--- config.mk ---
export PLATFORM = sky130hd
export DESIGN_NAME = regbank_wp_gate
export DESIGN_NICKNAME = d
export VERILOG_FILES = /design/src/rtl/wpg_pkg.sv /design/src/rtl/wpg_decode.sv /design/src/rtl/wpg_unlock_seq.sv /design/src/rtl/wpg_ctrl_reg.sv /design/src/rtl/wpg_status.sv /design/src/rtl/regbank_wp_gate.sv
export SDC_FILE = /design/constraint.sdc
export NUM_CORES = 1
export LEC_CHECK = 0
export BUFFER_PORTS_ARGS = -buffer_cell sky130_fd_sc_hd__buf_2
export CORE_MARGIN = 5
export CORE_UTILIZATION = 38
export DETAILED_ROUTE_END_ITERATION = 16
export HOLD_SLACK_MARGIN = 0.06
export PLACE_DENSITY = 0.78
export SLEW_MARGIN = 20
export SYNTH_ARGS = -nofsm -noshare
export SYNTH_HDL_FRONTEND = slang
export SYNTH_SLANG_ARGS = --single-unit
--- constraint.sdc ---
create_clock -name clk_i -period 1.7 [get_ports clk_i]
set_input_delay 0.085 -clock clk_i [delete_from_list [all_inputs] [get_ports clk_i]]
set_output_delay 0.085 -clock clk_i [all_outputs]
set_load 0.03 [all_outputs]
--- src/rtl/wpg_pkg.sv ---
package wpg_pkg;
  localparam int unsigned DATA_W = 32;
  localparam int unsigned CTRL_W = 9;
  localparam int unsigned WP_BIT = 1;
  localparam int unsigned ERR_BIT = 1;
  localparam logic [CTRL_W-1:0] CTRL_MASK = 9'h1FB;
  localparam logic [CTRL_W-1:0] CTRL_RST  = 9'h002;

  localparam logic [7:0] OFS_CTRL   = 8'h00;
  localparam logic [7:0] OFS_UNL1   = 8'h18;
  localparam logic [7:0] OFS_UNL2   = 8'h1C;
  localparam logic [7:0] OFS_STATUS = 8'h2C;
  localparam int unsigned TIMING_BASE = 'h04;
  localparam int unsigned NUM_TIMING  = 3;
  localparam int unsigned PROG_BASE   = 'h20;
  localparam int unsigned NUM_PROG    = 3;
  localparam int unsigned REG_STRIDE  = 4;

  localparam logic [DATA_W-1:0] KEY_A = 32'h0000_7123;
  localparam logic [DATA_W-1:0] KEY_B = 32'h0000_812A;
  localparam logic [DATA_W-1:0] KEY_C = 32'h0000_BEE1;

  typedef enum logic [1:0] {
    SEQ_IDLE  = 2'd0,
    SEQ_KEY1  = 2'd1,
    SEQ_KEY2  = 2'd2,
    SEQ_ARMED = 2'd3
  } seq_e;

  typedef struct packed {
    logic ctrl;
    logic gated;
    logic status;
    logic unl1;
    logic unl2;
  } sel_t;
endpackage

--- src/rtl/wpg_decode.sv ---
module wpg_decode
  import wpg_pkg::*;
#(
  parameter int unsigned ADDR_W = 8
) (
  input  logic [ADDR_W-1:0] addr_i,
  output sel_t              sel_o
);
  logic [NUM_TIMING-1:0] t_hit;
  logic [NUM_PROG-1:0]   p_hit;

  for (genvar i = 0; i < NUM_TIMING; i++) begin : g_tim
    assign t_hit[i] = (addr_i == ADDR_W'(TIMING_BASE + REG_STRIDE * i));
  end

  for (genvar j = 0; j < NUM_PROG; j++) begin : g_prog
    assign p_hit[j] = (addr_i == ADDR_W'(PROG_BASE + REG_STRIDE * j));
  end

  assign sel_o.ctrl   = (addr_i == ADDR_W'(OFS_CTRL));
  assign sel_o.gated  = (|t_hit) | (|p_hit);
  assign sel_o.status = (addr_i == ADDR_W'(OFS_STATUS));
  assign sel_o.unl1   = (addr_i == ADDR_W'(OFS_UNL1));
  assign sel_o.unl2   = (addr_i == ADDR_W'(OFS_UNL2));
endmodule

--- src/rtl/wpg_unlock_seq.sv ---
module wpg_unlock_seq
  import wpg_pkg::*;
(
  input  logic              clk_i,
  input  logic              rst_ni,
  input  logic              wr_unl1_i,
  input  logic              wr_unl2_i,
  input  logic              wr_ctrl_i,
  input  logic [DATA_W-1:0] wdata_i,
  output logic              armed_o
);
  seq_e state_q, state_d;

  always_comb begin
    state_d = state_q;
    if (wr_ctrl_i) begin
      state_d = SEQ_IDLE;
    end else if (wr_unl1_i) begin
      if (state_q == SEQ_KEY2 && wdata_i == KEY_C) state_d = SEQ_ARMED;
      else if (wdata_i == KEY_A)                   state_d = SEQ_KEY1;  // restart
      else                                         state_d = SEQ_IDLE;
    end else if (wr_unl2_i) begin
      state_d = (state_q == SEQ_KEY1 && wdata_i == KEY_B) ? SEQ_KEY2 : SEQ_IDLE;
    end
  end

  always_ff @(posedge clk_i or negedge rst_ni) begin
    if (!rst_ni) state_q <= SEQ_IDLE;
    else         state_q <= state_d;
  end

  assign armed_o = (state_q == SEQ_ARMED);
endmodule

--- src/rtl/wpg_ctrl_reg.sv ---
module wpg_ctrl_reg
  import wpg_pkg::*;
(
  input  logic              clk_i,
  input  logic              rst_ni,
  input  logic              wr_i,
  input  logic              armed_i,
  input  logic [CTRL_W-1:0] wdata_i,
  output logic [CTRL_W-1:0] ctrl_o,
  output logic              wp_o
);
  logic [CTRL_W-1:0] ctrl_q, wr_val;

  always_comb begin
    wr_val = wdata_i & CTRL_MASK;
    if (!armed_i) wr_val[WP_BIT] = ctrl_q[WP_BIT];
  end

  always_ff @(posedge clk_i or negedge rst_ni) begin
    if (!rst_ni)                                  ctrl_q <= CTRL_RST;
    else if (wr_i && (!ctrl_q[WP_BIT] || armed_i)) ctrl_q <= wr_val;
  end

  assign ctrl_o = ctrl_q;
  assign wp_o   = ctrl_q[WP_BIT];
endmodule

--- src/rtl/wpg_status.sv ---
module wpg_status (
  input  logic clk_i,
  input  logic rst_ni,
  input  logic set_i,
  input  logic clr_i,
  output logic err_o
);
  always_ff @(posedge clk_i or negedge rst_ni) begin
    if (!rst_ni)    err_o <= 1'b0;
    else if (set_i) err_o <= 1'b1;
    else if (clr_i) err_o <= 1'b0;
  end
endmodule

--- src/rtl/regbank_wp_gate.sv ---
module regbank_wp_gate
  import wpg_pkg::*;
#(
  parameter int unsigned ADDR_W = 8
) (
  input  logic              clk_i,
  input  logic              rst_ni,
  input  logic [ADDR_W-1:0] addr_i,
  input  logic [31:0]       wdata_i,
  input  logic              we_i,
  output logic [31:0]       rdata_o,
  output logic              accept_o,
  output logic [8:0]        ctrl_o,
  output logic              wp_err_o
);
  sel_t              sel;
  logic              armed;
  logic              wp;
  logic [CTRL_W-1:0] ctrl_q;
  logic              wr_ctrl, blocked_wr;

  wpg_decode #(.ADDR_W(ADDR_W)) u_dec (
    .addr_i (addr_i),
    .sel_o  (sel)
  );

  assign wr_ctrl    = we_i & sel.ctrl;
  assign blocked_wr = we_i & wp & ((sel.ctrl & ~armed) | sel.gated);
  assign accept_o   = we_i & ((sel.ctrl & (~wp | armed)) | (sel.gated & ~wp)
                              | sel.status | sel.unl1 | sel.unl2);

  wpg_unlock_seq u_seq (
    .clk_i     (clk_i),
    .rst_ni    (rst_ni),
    .wr_unl1_i (we_i & sel.unl1),
    .wr_unl2_i (we_i & sel.unl2),
    .wr_ctrl_i (wr_ctrl),
    .wdata_i   (wdata_i),
    .armed_o   (armed)
  );

  wpg_ctrl_reg u_ctrl (
    .clk_i   (clk_i),
    .rst_ni  (rst_ni),
    .wr_i    (wr_ctrl),
    .armed_i (armed),
    .wdata_i (wdata_i[CTRL_W-1:0]),
    .ctrl_o  (ctrl_q),
    .wp_o    (wp)
  );

  wpg_status u_sts (
    .clk_i  (clk_i),
    .rst_ni (rst_ni),
    .set_i  (blocked_wr),
    .clr_i  (we_i & sel.status & wdata_i[ERR_BIT]),
    .err_o  (wp_err_o)
  );

  always_comb begin
    rdata_o = '0;
    if (sel.ctrl)        rdata_o[CTRL_W-1:0] = ctrl_q;
    else if (sel.status) rdata_o[ERR_BIT]    = wp_err_o;
  end

  assign ctrl_o = ctrl_q;
endmodule

Yosys cells after proc, flatten, opt, wreduce, memory -nomap -nowiden
Index checks and enable logic that the tools add are counted.
{"block": "totals", "register_bits": 11, "input_bits": 43, "output_inout_bits": 43, "elab_cells": 62}
{"block": "classes", "eq_ne": 15, "mux": 12, "bitwise": 20, "n_reduce_logical": 11}
{"operator": "$eq 32x16->1 const B", "count": 2}
{"operator": "$eq 32x15->1 const B", "count": 1}
{"operator": "$eq 8x6->1 const B", "count": 4}
{"operator": "$eq 8x4->1 const B", "count": 2}
{"operator": "$eq 8x5->1 const B", "count": 2}
{"operator": "$and 1x1->1", "count": 11}
{"operator": "$mux 2", "count": 5}
{"operator": "$eq 8x3->1 const B", "count": 1}
{"operator": "$logic_not 8->1", "count": 1}
{"operator": "$mux 7", "count": 1}
{"operator": "$or 1x1->1", "count": 7}
{"operator": "$mux 1", "count": 6}
{"operator": "$reduce_or 3->1", "count": 2}
{"operator": "$eq 2x2->1 const B", "count": 2}
{"operator": "$logic_and 1x1->1", "count": 3}
{"operator": "$reduce_bool 3->1", "count": 1}
{"operator": "$eq 2x1->1 const B", "count": 1}
{"operator": "$not 1->1", "count": 2}
{"operator": "$reduce_and 2->1", "count": 1}
{"operator": "$reduce_bool 2->1", "count": 1}
{"operator": "$logic_not 1->1", "count": 1}
{"operator": "$logic_or 1x1->1", "count": 1}

Longest topological paths before layout
Gate-level depths: netlist of run 1.
{"block": "logic_depth", "ltp_word": 9, "ltp_mapped": 5, "ltp_nobuf": 4}

By module
From an unflattened synthesis of run 1, not the netlist that was laid out.
{"block": "hier_totals", "hier_cells": 120, "hier_area_um2": 1099.8}
{"module": "wpg_ctrl_reg", "n_inst": 1, "cells_each": 22, "area_each_um2": 334.1, "seq_area_each_um2": 201.4}
{"module": "regbank_wp_gate", "n_inst": 1, "cells_each": 48, "area_each_um2": 332.8, "seq_area_each_um2": 0.0}
{"module": "wpg_unlock_seq", "n_inst": 1, "cells_each": 36, "area_each_um2": 326.6, "seq_area_each_um2": 50.0}
{"module": "wpg_decode", "n_inst": 1, "cells_each": 11, "area_each_um2": 70.1, "seq_area_each_um2": 0.0}
{"module": "wpg_status", "n_inst": 1, "cells_each": 3, "area_each_um2": 36.3, "seq_area_each_um2": 25.0}

Least setup slack after synthesis of run 1
Ideal clock, no wire load.
{"block": "synth_path", "path_kind": "register -> output", "from": "register u_sts.err_o", "to": "output port rdata_o[1]", "arrival_ns": 1.400, "required_ns": 1.615, "slack_ns": 0.215, "stages_incl_launch_ff": 3, "n_path_buf": 0, "cell_sequence": "dfrtp_1 -> nand4_1 -> a211oi_1"}
{"block": "synth_via", "elab_chain_len": 2}
{"item": "start, declared", "line": "wpg_status.sv:6", "text": "output logic err_o"}
{"item": "start signal, assigned", "line": "wpg_status.sv:9", "text": "if (!rst_ni) err_o <= 1'b0;"}
{"item": "start signal, assigned", "line": "wpg_status.sv:10", "text": "else if (set_i) err_o <= 1'b1;"}
{"item": "start signal, assigned", "line": "wpg_status.sv:11", "text": "else if (clr_i) err_o <= 1'b0;"}
{"item": "$mux 1", "line": "regbank_wp_gate.sv:63", "text": "else if (sel.status) rdata_o[ERR_BIT] = wp_err_o;"}
{"item": "$mux 1", "line": "regbank_wp_gate.sv:62", "text": "if (sel.ctrl) rdata_o[CTRL_W-1:0] = ctrl_q;"}
{"item": "end, declared", "line": "regbank_wp_gate.sv:11", "text": "output logic [31:0] rdata_o,"}
No other way between the ends.

Worst setup path after layout of run 1
{"block": "layout_path", "from": "input port wdata_i[5]", "to": "register u_seq.state_q[0]"}
{"block": "layout_via", "elab_chain_len": 5, "word_cells_on_any_way": 7, "classes_between": "eq/ne: 2; mux: 4; reduce/logical: 1"}
{"item": "start, declared", "line": "regbank_wp_gate.sv:9", "text": "input logic [31:0] wdata_i,"}
{"item": "$eq 32x15->1 / $eq 32x16->1 (equally long branches)", "line": "wpg_unlock_seq.sv:20, wpg_unlock_seq.sv:19"}
{"item": "$mux 1 / $logic_and 1x1->1 (equally long branches)", "line": "wpg_unlock_seq.sv:20, wpg_unlock_seq.sv:19"}
{"item": "$mux 2 (*)", "line": "wpg_unlock_seq.sv:19", "text": "if (state_q == SEQ_KEY2 && wdata_i == KEY_C) state_d = SEQ_ARMED;"}
{"item": "$mux 2 (*)", "line": "wpg_unlock_seq.sv:18", "text": "end else if (wr_unl1_i) begin"}
{"item": "$mux 2 (*)", "line": "wpg_unlock_seq.sv:16", "text": "if (wr_ctrl_i) begin"}
{"item": "end signal, assigned", "line": "wpg_unlock_seq.sv:29", "text": "else state_q <= state_d;"}
{"item": "end, declared", "line": "wpg_unlock_seq.sv:12", "text": "seq_e state_q, state_d;"}
Mark *: on every way between the ends. The rest lies on a longest branch, timed or not.
A chain may end at the register's enable or synchronous reset.

==> reports/results.txt, run 1 <==
The flow ran to the end, and the final reports show no timing, DRC or antenna violations. The sum of buffers and inverters on the critical path was 2; the remaining global-route overflow was 0. Required time at the worst-slack endpoint: 1.88 ns. The maximum VDD drop was 0.0002782 V.

The primary flip-flop cell chosen by synthesis mapping was sky130_fd_sc_hd__dfrtp_1. Global routing consumed, on the met1 layer, 17.59% of the routing resources. The tools report the startpoint of the tightest hold check path as wdata_i[8]. Between clock sinks in the finished design, the worst skew comes to 0.009355 ns.

For this block, the via count after detailed routing is 994. For this configuration, the core starts out at a cell density of 40.24%. The number of antenna diodes in the final layout is 0. The tools report the startpoint of the worst-slack reg-to-reg timing path as u_seq.state_q[1]. The count of endpoints failing setup in the final report is 0.

In this run, synthesis inferred 0 flip-flops with an integrated enable. The core region is 2500 sq um. Summing every instance area after synthesis gives 1006 sq um. TritonCTS created 3 clock buffers. Share of flip-flops with an asynchronous set or reset after synthesis: 100.0%. Max-cap violations in this run came to 0. Clock-pin slew was measured on the worst setup and hold paths at 0.08 ns.

The die is 61.45 um wide. The first global-routing pass estimated 3.967 mm of wire. 86 I/O pins were placed.

Summed over all layers, the routed wires come to 2.735 mm. The global routing met3 resource utilization is 3.564%, and the cell count after placement is 196. Kind of start point of the critical path: an input port.

Entering global routing, the biggest net connects 12 pins. The total die area was 3776 sq um; the combinational cell fraction of total power was 32.0%. The run gives 0 ns as the total negative slack. Largest delay contributor family on the critical path: simple AND/OR/NAND/NOR gates. Total leakage power: 0.7126 nW. The number of routed nets with antenna violations was 0. The largest driver fanout on the critical path was 2.

Compared with the post-synthesis result, the final layout area differs by 29.97%. The most critical setup path has its startpoint at wdata_i[5]. The startpoint-to-endpoint class of the critical path is in -> reg.

The post-CTS repair timing setup buffer count is 0, and the maximum clock path buffer count is 2. Synthesis inferred 11 register bits. The layer carrying the most global-route usage was met2. In the routed layout, each cell is associated on average with a via count of 4.897. Sequential cells account for 41.4% of the total power. The number of remaining DRC errors is 0, and the power dissipated by switching net loads is 0.2386 mW. TritonCTS built the clock tree. For the final non-filler cell total, the log shows 203.

Dividing total power by cell area gives a power density of 508.2 nW/um^2. Of the total power, the share spent switching nets is 35.90%. Internal power comes to 0.4260 mW. Summed over all nets, the half-perimeter wirelength after detailed placement is 2.375 mm. Ratio of final minimum period to clock period: 89.20%. The run gives 217 as the number of nets in the layout. The tightest min-delay check is of the in -> reg type.

Among all stages on the critical path, the largest delay is contributed by sky130_fd_sc_hd__dlygate4sd3_1. The max-slew violation total from the final report is 0, and the initial detailed-routing violation count is 11. In the synthesized netlist, the number of instances is 106.

The run gives 0.8598 as the routability congestion estimate from global placement. The later pin in the worst-skew pair is clocked with a latency of 0.27 ns. Global routing used 14.21% of the available tracks across all layers.

The synthesized netlist contains 39 unique library cells. The count of buffers added on input and output ports is 60. The tools report the number of warnings issued by yosys as 0. The total count of hold-check failures in the final report was 0; the share of layout cells above drive strength 1 was 47.40%. For the signal arrival time at the worst endpoint, the log shows 1.70 ns. The share of total power dissipated in the clock network is 26.5%. The average cell area after synthesis works out to 9.490 sq um.

Endpoint kind of the worst setup timing path: a register. For this run, the detailed router's first-pass iteration total came to 4. Setup repair after global routing left no endpoint under its margin.

Global routing consumed, on the met2 layer, 23.26% of the routing resources. The routed wirelength normalized by instance count was 13.47 um. The H-tree depth is 1. The clock drives 11 sinks. The via count of the first global-routing pass came out at 906.

The cell sitting at the root of the clock tree is a sky130_fd_sc_hd__clkbuf_4. The initial antenna violation count came out at 0. The signal on the critical path passes through dlygate4sd3_1 -> buf_2 -> nor4b_1 -> nand4_1 -> or3_1 -> o31ai_1. Row generation in the floorplan step produced 18 rows. The floorplan step set the die height to 61.45 um.

The logs give 27.49% for the share of the yosys chip area belonging to registers and 659.4 MHz for the maximum clock rate. The delay contributed by the slowest stage of the critical path is 0.53 ns. The clock period minus worst slack works out to 1.516 ns.
==> worst register-to-register path, stage by stage, from the launching register on <==
cell and delay, ns:
sky130_fd_sc_hd__dfrtp_1 0.42, sky130_fd_sc_hd__nand2_1 0.09, sky130_fd_sc_hd__a211o_1 0.47, sky130_fd_sc_hd__mux2_4 0.36
==> registers in the layout, summed over array words and instances (netlist names) <==
signal and flops:
u_seq.state_q 2, u_ctrl.ctrl_o 8, u_sts.err_o 1
==> cell families (layout without fill, tap and decap cells) <==
| family | after synthesis | after routing | share of synthesized area, % |
|---|---|---|---|
| and+or+nand+nor | 46 | 46 | 31.35 |
| muxes | 8 | 8 | 11.57 |
| other | 1 | 25 | 0.3728 |
| DFF | 11 | 11 | 27.49 |
| AOI/OAI and AO/OA | 10 | 10 | 7.587 |
| buffers and inverters | 30 | 73 | 21.64 |
==> final cells by class <==
type	count	area (sq um)
clock inverter	1	5.005
inverter	3	11.26
clock buffer	3	22.52
fill	246	1192
multi-input combinational	89	601.8
tap	30	37.54
timing repair buffer	66	352.8
sequential	11	276.5
==> per-stage QoR <==
step           hold slack [ns]  util, %  worst slack (ns)  instance area (sq um)  total power, mW
2_1_floorplan          -0.2106        -            0.2153                   1096           0.4448
3_3_place_gp          -0.04117    50.00            0.1145                   1250           0.4819
3_5_place_dp          -0.02880    50.00           0.05437                   1250           0.4867
4_1_cts                0.07090    52.30            0.1748                   1308           0.6706
5_1_grt                0.06323    52.30           0.09340                   1308           0.7082
6_report               0.07663    52.30            0.1836                   1308           0.6645
==> cells in the final DEF (no fill, tap or decap), drive strengths merged, types with 3 or more instances in the layout <==
cell,n
mux2,8
nor4,7
nor4b,3
nand2,6
nand4,3
conb,25
clkbuf,3
inv,3
buf,63
and2,7
nor2,4
dfrtp,10
dlygate4sd3,3
==> timing repair <==
| item | 4_1_cts | 5_1_grt |
|---|---|---|
| endpoints found under the hold margin | 13 | 0 |
| resized for setup | 0 | 0 |
| hold buffers | 3 | 0 |
==> synthesized netlist by cell type (2+ instances only) <==
cell                       number  area [sq um]
sky130_fd_sc_hd__and2_1         7         43.79
sky130_fd_sc_hd__buf_4         26         195.2
sky130_fd_sc_hd__dfrtp_1       10         250.2
sky130_fd_sc_hd__inv_1          3         11.26
sky130_fd_sc_hd__mux2_4         7         105.1
sky130_fd_sc_hd__nand2_1        6         22.52
sky130_fd_sc_hd__nand4_1        3         18.77
sky130_fd_sc_hd__nand4b_1       2         17.52
sky130_fd_sc_hd__nor2_1         4         15.01
sky130_fd_sc_hd__nor4_1         6         37.54
sky130_fd_sc_hd__nor4b_1        3         26.28
sky130_fd_sc_hd__o211ai_1       2         15.01
==> metal layers <==
metal / up-vias / share of wire [%]
li1: 476 / -
met1: 458 / 40
met2: 58 / 47
met3: 2 / 13
met4: 0 / 0.44
met5: - / 0
==> power groups by stage <==
| stage | clock, mW | sequential [mW] | combinational (mW) |
|---|---|---|---|
| final | 0.176 | 0.275 | 0.213 |
| after global routing | 0.203 | 0.276 | 0.229 |
| after CTS | 0.183 | 0.275 | 0.212 |
| after detailed placement | 0 | 0.280 | 0.206 |
| after global placement | 0 | 0.280 | 0.202 |
| after floorplan | 0 | 0.296 | 0.149 |
==> final timing paths <==
path / depth (start not counted) / to / slack [ns]
setup reg to reg: 3 / u_ctrl.ctrl_o[3] / 0.24
hold reg to reg: 1 / u_ctrl.ctrl_o[0] / 0.54
hold / removal: 2 / u_ctrl.ctrl_o[8] / 0.08
min in group asynchronous: 2 / u_ctrl.ctrl_o[4] / 0.21
setup / recovery: 6 / u_seq.state_q[0] / 0.18
max in group asynchronous: 2 / u_ctrl.ctrl_o[1] / 1.21
No activity file was read; power rests on OpenSTA's default activity.
==> run 2, diff against run 1 <==
CORE_UTILIZATION = 39   (was 38)
CTS_BUF_LIST = sky130_fd_sc_hd__clkbuf_2 sky130_fd_sc_hd__clkbuf_4 sky130_fd_sc_hd__clkbuf_8   (was default)
PLACE_DENSITY = 0.8   (was 0.78)
==> reports/results.txt, run 2 (synthesis results as in run 1) <==
The maximum clock path buffer count came out at 2 (unchanged). The tools report the destination of the worst hold path as u_ctrl.ctrl_o[4] (was u_ctrl.ctrl_o[8]). The tools report the startpoint of the worst-slack reg-to-reg timing path as u_seq.state_q[1] (unchanged).

The floorplan die height was 60.79 um (was 61.45 um); the total count of hold-check failures in the final report was 0 (unchanged). The ratio of final minimum period to clock period is 90.50% (was 89.20%), and the number of rows created at floorplan is 18 (unchanged). The total leakage power is 0.7092 nW (was 0.7126 nW). The max-slew violation total from the final report was 0 (unchanged). The run gives 897 (was 906) as the via count of the first global-routing pass. The tools report the endpoint kind of the worst setup timing path as a register (unchanged). Commonest cells after routing, fill and taps aside: sky130_fd_sc_hd__buf_2 (60), sky130_fd_sc_hd__conb_1 (25), sky130_fd_sc_hd__dfrtp_1 (10) (unchanged). The share of layout cells above drive strength 1 is 47.67% (was 47.40%), and the first-pass GRT wire length is 3.974 mm (was 3.967 mm). The tools report the buffer cell driving the clock tree root as sky130_fd_sc_hd__clkbuf_4 (unchanged). The number of buffers created by CTS came out at 3 (unchanged).

The post-CTS repair timing setup buffer count is 0 (unchanged), and the width of the chip is 60.79 um (was 61.45 um). The count of input and output buffers is 60 (unchanged), and the routed via count is 971 (was 994). The total wire length after detailed routing came out at 2.641 mm (was 2.735 mm). The routed wirelength normalized by instance count is 13.07 um (was 13.47 um).

The initial detailed-routing violation count came out at 44 (was 11). For the register cell area after layout, the log shows 276.5 sq um (unchanged). The count of endpoints failing setup in the final report came out at 0 (unchanged). The cell depth of the worst min-delay path works out to 2 (unchanged).

Number of remaining DRC errors: 0 (unchanged). The total number of clock tree sinks came out at 11 (unchanged). The tools report the routability congestion estimate from global placement as 0.8390 (was 0.8598).

The logs give 2477 sq um (was 2500 sq um) for the placeable core area and 2.287 mm (was 2.375 mm) for the sum of net half-perimeters after detailed placement. The worst hold-check path type is in -> reg (unchanged). The run gives 0.1615 ns (was 0.1836 ns) as the minimum setup slack in the final design.

The startpoint-to-endpoint class of the critical path was in -> reg (unchanged). The vias per cell was 4.807 (was 4.897); the clock skew was 0.002292 ns (was 0.009355 ns). The start point of the critical path is wdata_i[5] (unchanged). The signal arrival time at the worst endpoint is 1.71 ns (was 1.70 ns). The maximum VDD drop was 0.0003190 V (was 0.0002782 V); the clock edge transition at the registers on the reported setup and hold paths was 0.07 ns (was 0.08 ns).

The number of cells traversed by the worst register-to-register path is 4 (was 3). The number of placed I/O pins came out at 86 (unchanged). TritonCTS built the clock tree. The tools report the required time at the worst-slack endpoint as 1.87 ns (was 1.88 ns). For the number of max-cap violations, the log shows 0 (unchanged). The relative area change from synthesis to final layout came out at 29.23% (was 29.97%). The initial antenna violation count is 0 (unchanged), and the footprint of the multi-input gates is 601.8 sq um (unchanged).

The worst-skew pair later-pin latency is 0.26 ns (was 0.27 ns). The most common cell after layout, fill and taps aside is sky130_fd_sc_hd__buf_2 (unchanged). The tools report the register-to-register setup slack as 0.22 ns (was 0.24 ns). The tools report the total negative slack as 0 ns (unchanged). For the remaining global-route overflow, the log shows 0 (unchanged).

End of the worst register-to-register path: u_seq.state_q[1] (was u_ctrl.ctrl_o[3]). The minimum setup slack after placement was 0.08041 ns (was 0.05437 ns). The number of routed nets with antenna violations came out at 0 (unchanged). The tools report the number of nets in the layout as 216 (was 217). The kind of start point of the critical path was an input port (unchanged). The total of cells resized after clock tree synthesis is 0 (unchanged).

The total die area is 3695 sq um (was 3776 sq um). The clock period minus worst slack came out at 1.538 ns (was 1.516 ns). The number of flip-flops in the largest register works out to 8 (unchanged). The total iterations of the first detailed-routing run was 4 (unchanged); the total global routing track utilization was 14.19% (was 14.21%).

The H-tree depth was 1 (unchanged); the starting utilization of the core area was 40.61% (was 40.24%). Largest driver fanout on the critical path: 2 (unchanged). The maximum clock rate was 650.0 MHz (was 659.4 MHz); the total of fill cells in the finished design was 237 (was 246). For the final antenna diode count, the log shows 0 (unchanged).

The run gives 12 (unchanged) as the pin count of the biggest net entering global routing. The power density of the placed cells was 517.6 nW/um^2 (was 508.2 nW/um^2). The startpoint of the tightest hold check path is wdata_i[4] (was wdata_i[8]).

The flow ran to the end, and the final reports show no timing, DRC or antenna violations. The quantity of hold-fixing buffers added after cts is 1 (was 3). Setup repair after global routing left no endpoint under its margin.
run 2: cell types whose count changed in the layout (fill, tap and decap cells not counted):
cell / delta
sky130_fd_sc_hd__dlygate4sd3_1: -1
sky130_fd_sc_hd__clkinv_2: -1
sky130_fd_sc_hd__clkbuf_4: +1
run 2: per-layer routing:
| metal | vias up | global-route usage [%] | share of wire (%) |
|---|---|---|---|
| li1 | 474 | - | - |
| met1 | 426 | 19.92 | 43 |
| met2 | 67 | 21.37 | 42 |
| met3 | 4 | 2.128 | 14 |
| met4 | 0 | 6.502 | 1.2 |
| met5 | - | 0 | 0 |
run 2: critical path: stages:
cell and delay [ns]:
sky130_fd_sc_hd__dlygate4sd3_1 0.53, sky130_fd_sc_hd__buf_2 0.11, sky130_fd_sc_hd__nor4b_1 0.25, sky130_fd_sc_hd__nand4_1 0.14, sky130_fd_sc_hd__or3_1 0.38, sky130_fd_sc_hd__o31ai_1 0.23
run 2: layout make-up:
type | instances | area share (%)
repair buffers | 65 | 26.37
well taps | 30 | 2.887
inverters | 3 | 0.8662
multi-input cells | 89 | 46.29
clock buffers | 4 | 2.310
flip-flops and latches | 11 | 21.27
run 2: how the worst max path moves through the flow:
| stage | to | slack, ns | depth (start not counted) |
|---|---|---|---|
| finish | u_seq.state_q[0] | 0.16 | 6 |
| global route | u_seq.state_q[0] | 0.05 | 6 |
| CTS | rdata_o[7] | 0.16 | 6 |
| global placement | u_ctrl.ctrl_o[0] | 0.12 | 5 |
| detailed placement | u_ctrl.ctrl_o[4] | 0.08 | 5 |
| floorplan | rdata_o[1] | 0.22 | 2 |
run 2: power breakdown:
part           internal, mW  switching, mW
clock network         0.107         0.0802
registers             0.270        0.00607
logic                0.0679          0.142
run 2: through the flow:
step | hold WS, ns | utilization, % | cells | area (sq um) | power, mW
2_1_floorplan | -0.2106 | - | 130 | 1096 | 0.4448
3_5_place_dp | -0.03266 | 50.45 | 196 | 1250 | 0.4858
5_1_grt | 0.07771 | 52.47 | 202 | 1300 | 0.7156
6_report | 0.07801 | 52.47 | 202 | 1300 | 0.6729
4_1_cts | 0.06356 | 52.07 | 201 | 1290 | 0.6772
3_3_place_gp | -0.04268 | 50.45 | 196 | 1250 | 0.4817
==> run 3, diff against run 2 <==
CORE_UTILIZATION = 41   (was 39)
PLACE_DENSITY = 0.81   (was 0.8)
SYNTH_HIERARCHICAL = 1   (was default)
==> reports/results.txt, run 3 <==
The flow ran to the end, and the final reports show no timing, DRC or antenna violations. Number of warnings issued by yosys: 6 (was 0). The number of storage elements in the synthesis netlist works out to 11 (unchanged). The final antenna diode count was 0 (unchanged); the post-synthesis instance area was 1100 sq um (was 1006 sq um).

The tools report the total iterations of the first detailed-routing run as 4 (unchanged). The tools report the total wire length after detailed routing as 2.629 mm (was 2.641 mm). Leading area contributor after synthesis: sky130_fd_sc_hd__dfrtp_1 (unchanged).

The internal cell power is 0.4260 mW (was 0.4441 mW), and the number of placed I/O pins is 86 (unchanged). The tools report the number of max-cap violations as 0 (unchanged). The ratio of final minimum period to clock period works out to 95.09% (was 90.50%). For the placeable core area, the log shows 2522 sq um (was 2477 sq um).

The number of routed nets with antenna violations came out at 0 (unchanged). The logs give 120 (was 106) for the cell count after synthesis and 0 (unchanged) for the count of endpoints failing setup in the final report. Primary flip-flop cell chosen by synthesis mapping: sky130_fd_sc_hd__dfrtp_1 (unchanged). The routed via count came out at 1,061 (was 971). TritonCTS built the clock tree. The routability congestion estimate from global placement was 0.8826 (was 0.8390).

The max-slew violation total from the final report was 0 (unchanged); the share of flip-flops with an asynchronous set or reset after synthesis was 100.0% (unchanged). The vias per cell was 4.823 (was 4.807); the number of flip-flops in the largest register was 8 (unchanged). The tools report the required time at the worst-slack endpoint as 1.62 ns (was 1.87 ns). The run gives 0.2337 mW (was 0.2288 mW) as the power dissipated by switching net loads.

The largest driver fanout on the critical path works out to 5 (was 2). The startpoint of the worst-slack reg-to-reg timing path was u_ctrl/ctrl_o[1] (was u_seq.state_q[1]). Signal arrival time at the worst endpoint: 1.53 ns (was 1.71 ns).

The dominant cell by count in the synthesized netlist was sky130_fd_sc_hd__buf_4 (unchanged). The share of layout cells above drive strength 1 is 53.16% (was 47.67%), and the pin count of the biggest net entering global routing is 13 (was 12). Setup repair after global routing left no endpoint under its margin. The tools report the total number of clock tree sinks as 11 (unchanged).

The tools report the met2 global-route usage as 22.87% (was 21.37%). The share of the yosys chip area belonging to registers was 25.14% (was 27.49%). The worst-skew pair later-pin latency came out at 0.27 ns (was 0.26 ns). The number of buffers created by CTS was 3 (unchanged); the area share of fa/ha/maj cells after synthesis was 0% (unchanged). The remaining global-route overflow was 0 (unchanged). The clock share of power is 26.7% (was 27.7%). The run gives 43 (was 39) as the number of library cell types mapped by synthesis. The tools report the clock skew as 0.004216 ns (was 0.002292 ns).

Worst hold-check path type: in -> reg (unchanged). The run gives 33 (was 44) as the initial detailed-routing violation count. The via count of the first global-routing pass is 937 (was 897), and the average cell area after synthesis is 9.165 sq um (was 9.490 sq um).

For the H-tree depth, the log shows 1 (unchanged). Kind of start point of the critical path: an input port (unchanged). The proportion of power drawn by flip-flops and latches was 42.1% (was 41.0%); the maximum clock path buffer count was 2 (unchanged). Cell count after placement: 211 (was 196). Post-synth top cells: sky130_fd_sc_hd__buf_4 (25), sky130_fd_sc_hd__and2_1 (12), sky130_fd_sc_hd__dfrtp_1 (10) (was sky130_fd_sc_hd__buf_4 (26), sky130_fd_sc_hd__dfrtp_1 (10), sky130_fd_sc_hd__and2_1 (7), sky130_fd_sc_hd__mux2_4 (7)). Share of the synthesized area in compound gates (AO/OA/AOI/OAI): 10.81% (was 7.587%). Width of the chip: 61.79 um (was 60.79 um). Layer carrying the most global-route usage: met2 (unchanged). The share of cell area taken by muxes after synthesis was 8.191% (was 11.57%); the first-pass GRT wire length was 3.870 mm (was 3.974 mm).

The relative area change from synthesis to final layout was 34.24% (was 29.23%); the clock edge transition at the registers on the reported setup and hold paths was 0.07 ns (about the same). The number of nets in the layout came out at 234 (was 216). Largest cells by area after synthesis: sky130_fd_sc_hd__dfrtp_1 (23%), sky130_fd_sc_hd__buf_4 (17%), sky130_fd_sc_hd__mux2_2 (8.2%), sky130_fd_sc_hd__and2_1 (6.8%), sky130_fd_sc_hd__nor4_2 (3.4%) (was sky130_fd_sc_hd__dfrtp_1 (25%), sky130_fd_sc_hd__buf_4 (19%), sky130_fd_sc_hd__mux2_4 (10%), sky130_fd_sc_hd__and2_1 (4.4%), sky130_fd_sc_hd__nor4_1 (3.7%)).

Commonest cells after routing, fill and taps aside: sky130_fd_sc_hd__buf_2 (60), sky130_fd_sc_hd__conb_1 (24), sky130_fd_sc_hd__and2_1 (11) (was sky130_fd_sc_hd__buf_2 (60), sky130_fd_sc_hd__conb_1 (25), sky130_fd_sc_hd__dfrtp_1 (10)). The run gives 3.099% (was 2.128%) as the global routing met3 resource utilization. The startpoint of the tightest hold check path was wdata_i[6] (was wdata_i[4]). Total global routing track utilization: 13.30% (was 14.19%).

The sum of net half-perimeters after detailed placement is 2.289 mm (was 2.287 mm), and the maximum clock rate is 618.6 MHz (was 650.0 MHz). The total leakage power is 0.7907 nW (was 0.7092 nW). The combinational cell fraction of total power came out at 31.1% (was 31.3%). The number of remaining DRC errors was 0 (unchanged); the maximum VDD drop was 0.0003530 V (was 0.0003190 V).

The clock period minus worst slack works out to 1.616 ns (was 1.538 ns). The initial antenna violation count came out at 0 (unchanged). The power density of the placed cells was 446.8 nW/um^2 (was 517.6 nW/um^2); the total count of hold-check failures in the final report was 0 (unchanged). Total die area: 3818 sq um (was 3695 sq um). The logs give 18 (unchanged) for the number of rows created at floorplan and 58.53% (was 52.47%) for the utilization of the core after routing. The number of flops mapped to enable cells by yosys was 0 (unchanged).

The power after layout came out at 0.6597 mW (was 0.6729 mW). Startpoint-to-endpoint class of the critical path: in -> out (was in -> reg). The largest family of logic cells by synthesized area is simple AND/OR/NAND/NOR gates (unchanged).

The starting utilization of the core area was 43.60% (was 40.61%); the area share of the largest cell type after synthesis was 22.75% (was 24.88%). The start point of the critical path is addr_i[1] (was wdata_i[5]). The final non-filler cell total came out at 220 (was 202). The endpoint kind of the worst setup timing path is a primary output (was a register). The met1 layer usage reported by global route was 16.65% (was 19.92%). The routed wirelength normalized by instance count was 11.95 um (was 13.07 um).

The buffer cell driving the clock tree root was sky130_fd_sc_hd__clkbuf_4 (unchanged). The count of input and output buffers works out to 60 (unchanged). Floorplan die height: 61.79 um (was 60.79 um). Most common cell after layout, fill and taps aside: sky130_fd_sc_hd__buf_2 (unchanged). The proportion of total power due to net switching came out at 35.42% (was 34.00%).

The area share of and/or/nand/nor cells after synthesis was 35.61% (was 31.34%). For the register-to-register setup slack, the log shows 0.29 ns (was 0.22 ns). The post-synthesis share of cell area spent on xor and xnor gates is 0% (unchanged).
run 3: cell count changes in the layout (fill, tap and decap cells not counted), moves of 3 or more:
cell	previous run	this run
sky130_fd_sc_hd__mux2_2	0	8
sky130_fd_sc_hd__mux2_4	7	0
sky130_fd_sc_hd__nor4_1	6	0
sky130_fd_sc_hd__and2_1	7	11
sky130_fd_sc_hd__nor4_2	1	4
run 3: timing repair:
| item | 4_1_cts | 5_1_grt |
|---|---|---|
| endpoints found under the setup margin | 0 | 1 |
| gates resized for setup | 0 | 2 |
| hold buffers | 2 | 0 |
| endpoints found under the hold margin | 12 | 0 |
| setup buffers | 0 | 2 |
run 3: path summary, 6_finish.rpt:
| check | endpoint | cells after the start |
|---|---|---|
| max | accept_o | 7 |
| min | u_ctrl/ctrl_o[6] | 2 |
| max reg2reg | u_ctrl/ctrl_o[7] | 3 |
| max in group asynchronous | u_ctrl/ctrl_o[1] | 2 |
| min in group asynchronous | u_ctrl/ctrl_o[0] | 2 |
| min reg2reg | u_ctrl/ctrl_o[8] | 1 |
run 3: layout make-up:
class,count,area [sq um]
multi-input cells,99,715.7
repair buffers,70,396.6
fillers,234,1046
well taps,30,37.54
inverters,6,22.52
flip-flops and latches,11,276.5
clock inverters,1,5.005
clock buffers,3,22.52
run 3: kinds of logic (layout without fill, tap and decap cells):
family,after synthesis,in the layout
simple gates,56,56
buf+inv,32,80
compound gates,11,11
flops,11,11
mux,8,8
other cells,2,24
run 3: stage by stage:
stage | setup TNS (ns) | instance area, sq um | hold slack (ns) | setup WS (ns)
after floorplan | -0.001313 | 1207 | -0.2106 | -0.001313
after global placement | -0.05010 | 1390 | -0.03057 | -0.05010
after detailed placement | -0.1070 | 1390 | -0.03376 | -0.09753
after CTS | 0 | 1438 | 0.06722 | 0.02285
after global routing | 0 | 1476 | 0.06616 | 0.01002
final | 0 | 1476 | 0.07523 | 0.08353
run 3: critical path: stages:
cell	delay, ns
sky130_fd_sc_hd__buf_2	0.10
sky130_fd_sc_hd__or4_4	0.58
sky130_fd_sc_hd__nor4_2	0.26
sky130_fd_sc_hd__buf_4	0.17
sky130_fd_sc_hd__a2111oi_4	0.04
sky130_fd_sc_hd__a21boi_2	0.11
sky130_fd_sc_hd__clkbuf_4	0.19
run 3: power by group through the flow:
stage	clock network, mW	registers, mW	logic [mW]
after global placement	0	0.283	0.199
after floorplan	0	0.298	0.148
final	0.176	0.278	0.205
after global routing	0.201	0.279	0.223
after detailed placement	0	0.284	0.201
after CTS	0.186	0.278	0.205
run 3: routing by layer:
| metal | part of all wire (%) | wire, um |
|---|---|---|
| met1 | 35 | 932 |
| met2 | 51 | 1348 |
| met3 | 13 | 349 |
| met4 | 0 | 0 |
| met5 | 0 | 0 |
